### src/rtl/timebase_pkg.sv
package timebase_pkg;
  // Byte offsets decoded by the register port
  localparam int unsigned OfsWrHigh  = 'h00;
  localparam int unsigned OfsWrLow   = 'h04;
  localparam int unsigned OfsRdHigh  = 'h08;
  localparam int unsigned OfsRdLow   = 'h0C;
  localparam int unsigned OfsRawHigh = 'h24;
  localparam int unsigned OfsRawLow  = 'h28;
  localparam int unsigned OfsDbgHold = 'h2C;
  localparam int unsigned OfsPause   = 'h30;

  typedef enum logic [2:0] {
    SEL_NONE, SEL_SHADOW_HIGH, SEL_LIVE_LOW, SEL_RAW_HIGH,
    SEL_RAW_LOW, SEL_DBG_HOLD, SEL_PAUSE
  } readSelT;

  typedef struct packed {
    logic loadCount;  // apply {data, staging} to the count
    logic stageLow;   // capture data into staging
    logic latchHigh;  // capture live high half into shadow
  } strobeT;
endpackage

### src/rtl/timebase_ctrl.sv
module timebase_ctrl
  import timebase_pkg::*;
#(
  parameter int ADDR_W    = 8,
  parameter int NUM_CORES = 2
) (
  input  logic                 clk,
  input  logic                 rstN,
  input  logic                 tickIn,
  input  logic [NUM_CORES-1:0] dbgActiveIn,
  input  logic                 pselIn,
  input  logic                 penableIn,
  input  logic                 pwriteIn,
  input  logic [ADDR_W-1:0]    paddrIn,
  input  logic [NUM_CORES:0]   wdataBits,
  output strobeT               strobes,
  output logic                 advanceEn,
  output readSelT              readSel,
  output logic                 pauseBit,
  output logic [NUM_CORES-1:0] dbgHoldEn
);
  logic wrAccess, rdAccess, frozen;

  assign wrAccess = pselIn && penableIn && pwriteIn;
  assign rdAccess = pselIn && penableIn && !pwriteIn;

  always_comb begin
    strobes.loadCount = wrAccess && (paddrIn == ADDR_W'(OfsWrHigh));
    strobes.stageLow  = wrAccess && (paddrIn == ADDR_W'(OfsWrLow));
    strobes.latchHigh = rdAccess && (paddrIn == ADDR_W'(OfsRdLow));
  end

  always_comb begin
    readSel = SEL_NONE;
    if (pselIn && !pwriteIn) begin
      case (paddrIn)
        ADDR_W'(OfsRdHigh):  readSel = SEL_SHADOW_HIGH;
        ADDR_W'(OfsRdLow):   readSel = SEL_LIVE_LOW;
        ADDR_W'(OfsRawHigh): readSel = SEL_RAW_HIGH;
        ADDR_W'(OfsRawLow):  readSel = SEL_RAW_LOW;
        ADDR_W'(OfsDbgHold): readSel = SEL_DBG_HOLD;
        ADDR_W'(OfsPause):   readSel = SEL_PAUSE;
        default:             readSel = SEL_NONE;
      endcase
    end
  end

  always_ff @(posedge clk or negedge rstN) begin
    if (!rstN) begin
      pauseBit  <= 1'b0;
      dbgHoldEn <= '1;
    end else begin
      if (wrAccess && (paddrIn == ADDR_W'(OfsPause)))   pauseBit  <= wdataBits[0];
      if (wrAccess && (paddrIn == ADDR_W'(OfsDbgHold))) dbgHoldEn <= wdataBits[NUM_CORES:1];
    end
  end

  assign frozen    = pauseBit || (|(dbgHoldEn & dbgActiveIn));
  assign advanceEn = tickIn && !frozen;

  // an enabled core in debug blocks any advance
  p_dbg_hold_r8: assert property (@(posedge clk) disable iff (!rstN)
    (|(dbgHoldEn & dbgActiveIn)) |-> !advanceEn);
  // decoded strobes are mutually exclusive
  p_single_strobe_r9: assert property (@(posedge clk) disable iff (!rstN)
    $onehot0({strobes.loadCount, strobes.stageLow, strobes.latchHigh}));
endmodule

### src/rtl/timebase_datapath.sv
module timebase_datapath
  import timebase_pkg::*;
#(
  parameter int DATA_W    = 32,
  parameter int NUM_CORES = 2
) (
  input  logic                 clk,
  input  logic                 rstN,
  input  strobeT               strobes,
  input  logic                 advanceEn,
  input  readSelT              readSel,
  input  logic                 pauseBit,
  input  logic [NUM_CORES-1:0] dbgHoldEn,
  input  logic [DATA_W-1:0]    wdataIn,
  output logic [DATA_W-1:0]    rdataOut,
  output logic [DATA_W-1:0]    countLowOut
);
  localparam int COUNT_W = 2 * DATA_W;

  logic [COUNT_W-1:0] count;
  logic [DATA_W-1:0]  stageReg;
  logic [DATA_W-1:0]  shadowHigh;

  always_ff @(posedge clk or negedge rstN) begin
    if (!rstN) begin
      count      <= '0;
      stageReg   <= '0;
      shadowHigh <= '0;
    end else begin
      if (strobes.loadCount)  count <= {wdataIn, stageReg};
      else if (advanceEn)     count <= count + COUNT_W'(1);
      if (strobes.stageLow)   stageReg   <= wdataIn;
      if (strobes.latchHigh)  shadowHigh <= count[COUNT_W-1:DATA_W];
    end
  end

  always_comb begin
    case (readSel)
      SEL_SHADOW_HIGH: rdataOut = shadowHigh;
      SEL_LIVE_LOW:    rdataOut = count[DATA_W-1:0];
      SEL_RAW_HIGH:    rdataOut = count[COUNT_W-1:DATA_W];
      SEL_RAW_LOW:     rdataOut = count[DATA_W-1:0];
      SEL_DBG_HOLD:    rdataOut = {{(DATA_W-NUM_CORES-1){1'b0}}, dbgHoldEn, 1'b0};
      SEL_PAUSE:       rdataOut = {{(DATA_W-1){1'b0}}, pauseBit};
      default:         rdataOut = '0;
    endcase
  end

  assign countLowOut = count[DATA_W-1:0];

  // an allowed tick steps the count by exactly one
  p_step_r2: assert property (@(posedge clk) disable iff (!rstN)
    (advanceEn && !strobes.loadCount) |=> count == $past(count) + COUNT_W'(1));
  // with no tick allowed and no load the count holds
  p_hold_r7: assert property (@(posedge clk) disable iff (!rstN)
    (!advanceEn && !strobes.loadCount) |=> $stable(count));
  // high write loads {data, staging} whatever the tick does
  p_load_wins_r4: assert property (@(posedge clk) disable iff (!rstN)
    strobes.loadCount |=> count == {$past(wdataIn), $past(stageReg)});
  // raw reads leave shadow and staging alone
  p_raw_clean_r6: assert property (@(posedge clk) disable iff (!rstN)
    (readSel == SEL_RAW_HIGH || readSel == SEL_RAW_LOW) |=>
      ($stable(shadowHigh) && $stable(stageReg)));
endmodule

### src/rtl/usec_timebase.sv
module usec_timebase
  import timebase_pkg::*;
#(
  parameter int ADDR_W    = 8,
  parameter int DATA_W    = 32,
  parameter int NUM_CORES = 2
) (
  input  logic                 clk,
  input  logic                 rstN,
  input  logic                 tickIn,
  input  logic [NUM_CORES-1:0] dbgActiveIn,
  input  logic                 pselIn,
  input  logic                 penableIn,
  input  logic                 pwriteIn,
  input  logic [ADDR_W-1:0]    paddrIn,
  input  logic [DATA_W-1:0]    pwdataIn,
  output logic [DATA_W-1:0]    prdataOut,
  output logic [DATA_W-1:0]    countLowOut
);
  strobeT                 strobes;
  logic                   advanceEn;
  readSelT                readSel;
  logic                   pauseBit;
  logic [NUM_CORES-1:0]   dbgHoldEn;

  timebase_ctrl #(.ADDR_W(ADDR_W), .NUM_CORES(NUM_CORES)) i_ctrl (
    .clk(clk), .rstN(rstN), .tickIn(tickIn), .dbgActiveIn(dbgActiveIn),
    .pselIn(pselIn), .penableIn(penableIn), .pwriteIn(pwriteIn),
    .paddrIn(paddrIn), .wdataBits(pwdataIn[NUM_CORES:0]),
    .strobes(strobes), .advanceEn(advanceEn), .readSel(readSel),
    .pauseBit(pauseBit), .dbgHoldEn(dbgHoldEn)
  );

  timebase_datapath #(.DATA_W(DATA_W), .NUM_CORES(NUM_CORES)) i_datapath (
    .clk(clk), .rstN(rstN), .strobes(strobes), .advanceEn(advanceEn),
    .readSel(readSel), .pauseBit(pauseBit), .dbgHoldEn(dbgHoldEn),
    .wdataIn(pwdataIn), .rdataOut(prdataOut), .countLowOut(countLowOut)
  );
endmodule

### config.mk
export PLATFORM = sky130hd
export DESIGN_NAME = usec_timebase
export DESIGN_NICKNAME = d
export VERILOG_FILES = /design/src/rtl/timebase_pkg.sv /design/src/rtl/timebase_ctrl.sv /design/src/rtl/timebase_datapath.sv /design/src/rtl/usec_timebase.sv
export SDC_FILE = /design/constraint.sdc
export NUM_CORES = 1
export LEC_CHECK = 0
export BUFFER_PORTS_ARGS = -buffer_cell sky130_fd_sc_hd__buf_2
export CORE_UTILIZATION = 60
export DETAILED_ROUTE_END_ITERATION = 8
export HOLD_SLACK_MARGIN = 0.15
export MAX_ROUTING_LAYER = met4
export PLACE_DENSITY_LB_ADDON = 0.08
export SETUP_SLACK_MARGIN = 0.2
export SLEW_MARGIN = 40
export SYNTH_ARGS = -nofsm -noshare
export SYNTH_HDL_FRONTEND = slang
export SYNTH_SLANG_ARGS = --single-unit
### constraint.sdc
create_clock -name clk -period 7.43 [get_ports clk]
set_clock_uncertainty 0.1 [all_clocks]
set_input_delay 1.486 -clock clk [delete_from_list [all_inputs] [get_ports clk]]
set_output_delay 1.486 -clock clk [all_outputs]
set_load 0.1 [all_outputs]
==> out/qor.csv <==
metric,value,unit
Vias,5836,
RSZ-0062 raised after global routing,no,
Routed WL,18020,µm
share of layout cells above drive strength 1,29.11,%
Yosys reg bits,131,
Skew-Pair Late Insertion Delay,0.42,ns
fin nets,828,
worst min-delay path class,reg -> reg,
Setup CP Type,in -> out,
sum of negative setup slack,0,ns
Setup WS pre-CTS,2.046,ns
core box area,0.01152,mm²
DRT iter0 DRCs,520,
"top cells by count, synth","dfrtp_1 (129), nand2_1 (91), mux2_2 (66)",
"Slew Viols, Final",0,
Num CTS Buffers,17,
sequential area share after synthesis,45.77,%
mapped cell area,0.007168,mm²
failing checks,design-rule violations,
Resized cells post-CTS,0,
global routing usage on met1,42.26,%
drt drc,18,
cell with the most instances after synthesis,dfrtp_1,
vias per inst,6.255,
relative slew slack,48.12,%
clock-pin slew on the worst setup and hold paths,0.05,ns
first-pass GRT wire length,29400,µm
H-tree depth,4,
CP Max Fanout,28,
Die Span X,111.3,µm
largest net degree at the start of global routing,111,
Root Buffer,clkbuf_16,
number of global-route vias before repair,5680,
routability cong.,0.8886,
async set or reset register ratio after synthesis,100.0,%
die height,111.3,µm
CP arrival,3.85,ns
Yosys warnings,0,
Port-buffer cells,111,
CP Capture Type,output pin,
CTS tree,built,
Synth Flop Type,dfrtp_1,
number of synthesized flops with an enable pin,0,
Tot Pwr,1.884,mW
DRT Pass-1 Iters,7,
Peak VDD IR,0.2074,mV
area of the die,0.01239,mm²
std cell rows,39,
initial antenna violation count,0,
Synth Instances,709,
post-route ant nets,0,
Lkg Pwr,3.900,nW
routed length per instance,19.32,µm
ANT cells,0,
setup violators final,0,
Tcrit/Tclk final,73.17,%
CTS max path bufs,2,
clock sinks,131,
MaxCap Viol Count,0,
Initial Util,62.24,%
Worst-Margin Slew,0.7763,ns
# hold bufs at CTS,0,
Tot GR Track Use,31.58,%
met2 Usage GRT,48.00,%
Syn Area/Cell,10.11,µm²
Final min period,5.437,ns
Fmax,183.9,MHz
fin worst setup slack,1.993,ns
Most Crowded Layer GR,met2,
io pins,112,
Yosys top cell area share,45.03,%
Final Hold Vio Count,0,
Post-DP HPWL,12020,µm
placed cell count,903,
PD cells,229.2,mW/mm²
"Setup Fix Bufs, Post-CTS",0,
"non-filler cells, final",933,
Hold WS,0.3695,ns
global route overflow,0,
Worst Setup Start Kind,input pin,
outcome,"finished, violations left",
critical path required time,5.84,ns
Synth cell types,47,
Synth area leader,dfrtp_1,
syn nets,758,
P&R area growth vs syn,14.66,%
met3 usage,7.381,%
Area contributors post-synth,"dfrtp_1 (45%), mux2_2 (10%), xor2_1 (4.9%), nand2_1 (4.8%), o21ai_0 (4.1%)",
-- logic make-up (layout without fill, tap and decap cells) --
logic type               after synthesis  count (layout)  share of synthesized area (%)
adder cells (fa/ha/maj)                1               1                         0.1745
flip-flops                           131             131                          45.77
AO/OA/AOI/OAI                        107             107                          9.880
AND/OR/NAND/NOR                      267             267                          20.46
multiplexers                          68              68                          10.65
buffers and inverters                 76             157                          5.865
XOR/XNOR                              59              59                          7.209
-- path summary, 6_finish.rpt --
check	from	slack, ns	cells past startpoint	endpoint
min	i_datapath.stageReg[30]	0.37	2	i_datapath.count[30]
max reg2reg	i_datapath.count[16]	4.75	7	i_datapath.count[56]
max in group asynchronous	rstN	5.23	2	i_datapath.shadowHigh[4]
min in group asynchronous	rstN	0.98	1	i_datapath.stageReg[2]
min reg2reg	i_datapath.stageReg[30]	0.37	2	i_datapath.count[30]
max	paddrIn[7]	1.99	9	prdataOut[12]
-- per-layer routing --
layer | wire (µm) | vias up
met1 | 7973 | 2928
met2 | 8553 | 231
met3 | 1191 | 25
met4 | 306 | 0
met5 | 0 | -
li1 | - | 2652
-- sequential cells by signal (all words and copies together), names as in the netlist --
signal                 cells
i_datapath.shadowHigh     32
i_ctrl.dbgHoldEn           2
i_datapath.stageReg       32
i_datapath.count          64
i_ctrl.pauseBit            1
-- cells in the final DEF (no fill, tap or decap), types with 10 or more instances in the layout --
| master | n |
|---|---|
| buf_2 | 110 |
| clkbuf_16 | 17 |
| xnor2_1 | 19 |
| mux2_2 | 66 |
| nor2_1 | 27 |
| nand3_1 | 29 |
| a221o_1 | 28 |
| and3_1 | 10 |
| and2_1 | 32 |
| and4_1 | 11 |
| dfrtp_1 | 129 |
| nand4_1 | 29 |
| nand2_1 | 91 |
| o21ai_0 | 59 |
| xor2_1 | 40 |
-- worst max-delay path, stage by stage --
cell and delay, ns:
buf_2 0.10, nor4_2 0.39, nand2b_1 0.27, nor2_1 0.28, nand2_1 0.18, nor2_2 0.11, buf_4 0.35, a221o_1 0.23
buf_2 0.43
-- layout make-up --
type / instances / area [µm²]
Clock buffer: 26 / 509.2
Clock inverter: 4 / 95.09
Fill cell: 873 / 3297
Inverter: 6 / 22.52
Multi-Input combinational cell: 502 / 3488
Sequential cell: 131 / 3281
Tap cell: 143 / 178.9
Timing Repair Buffer: 121 / 644.4
-- report_power, final --
group	switching [mW]	internal (mW)	leakage [nW]	total (mW)
combinational	0.201	0.0498	1.82	0.251
clock	0.287	0.568	0.296	0.855
sequential	0.0390	0.739	1.78	0.778
-- through the flow --
stage / area (µm²) / utilization [%]
6_report: 8219 / 71.37
5_1_grt: 8219 / 71.37
4_1_cts: 8215 / 71.34
3_5_place_dp: 7611 / 66.09
3_3_place_gp: 7602 / 66.01
2_1_floorplan: 7168 / -
Power figures use the tool's default switching activity.
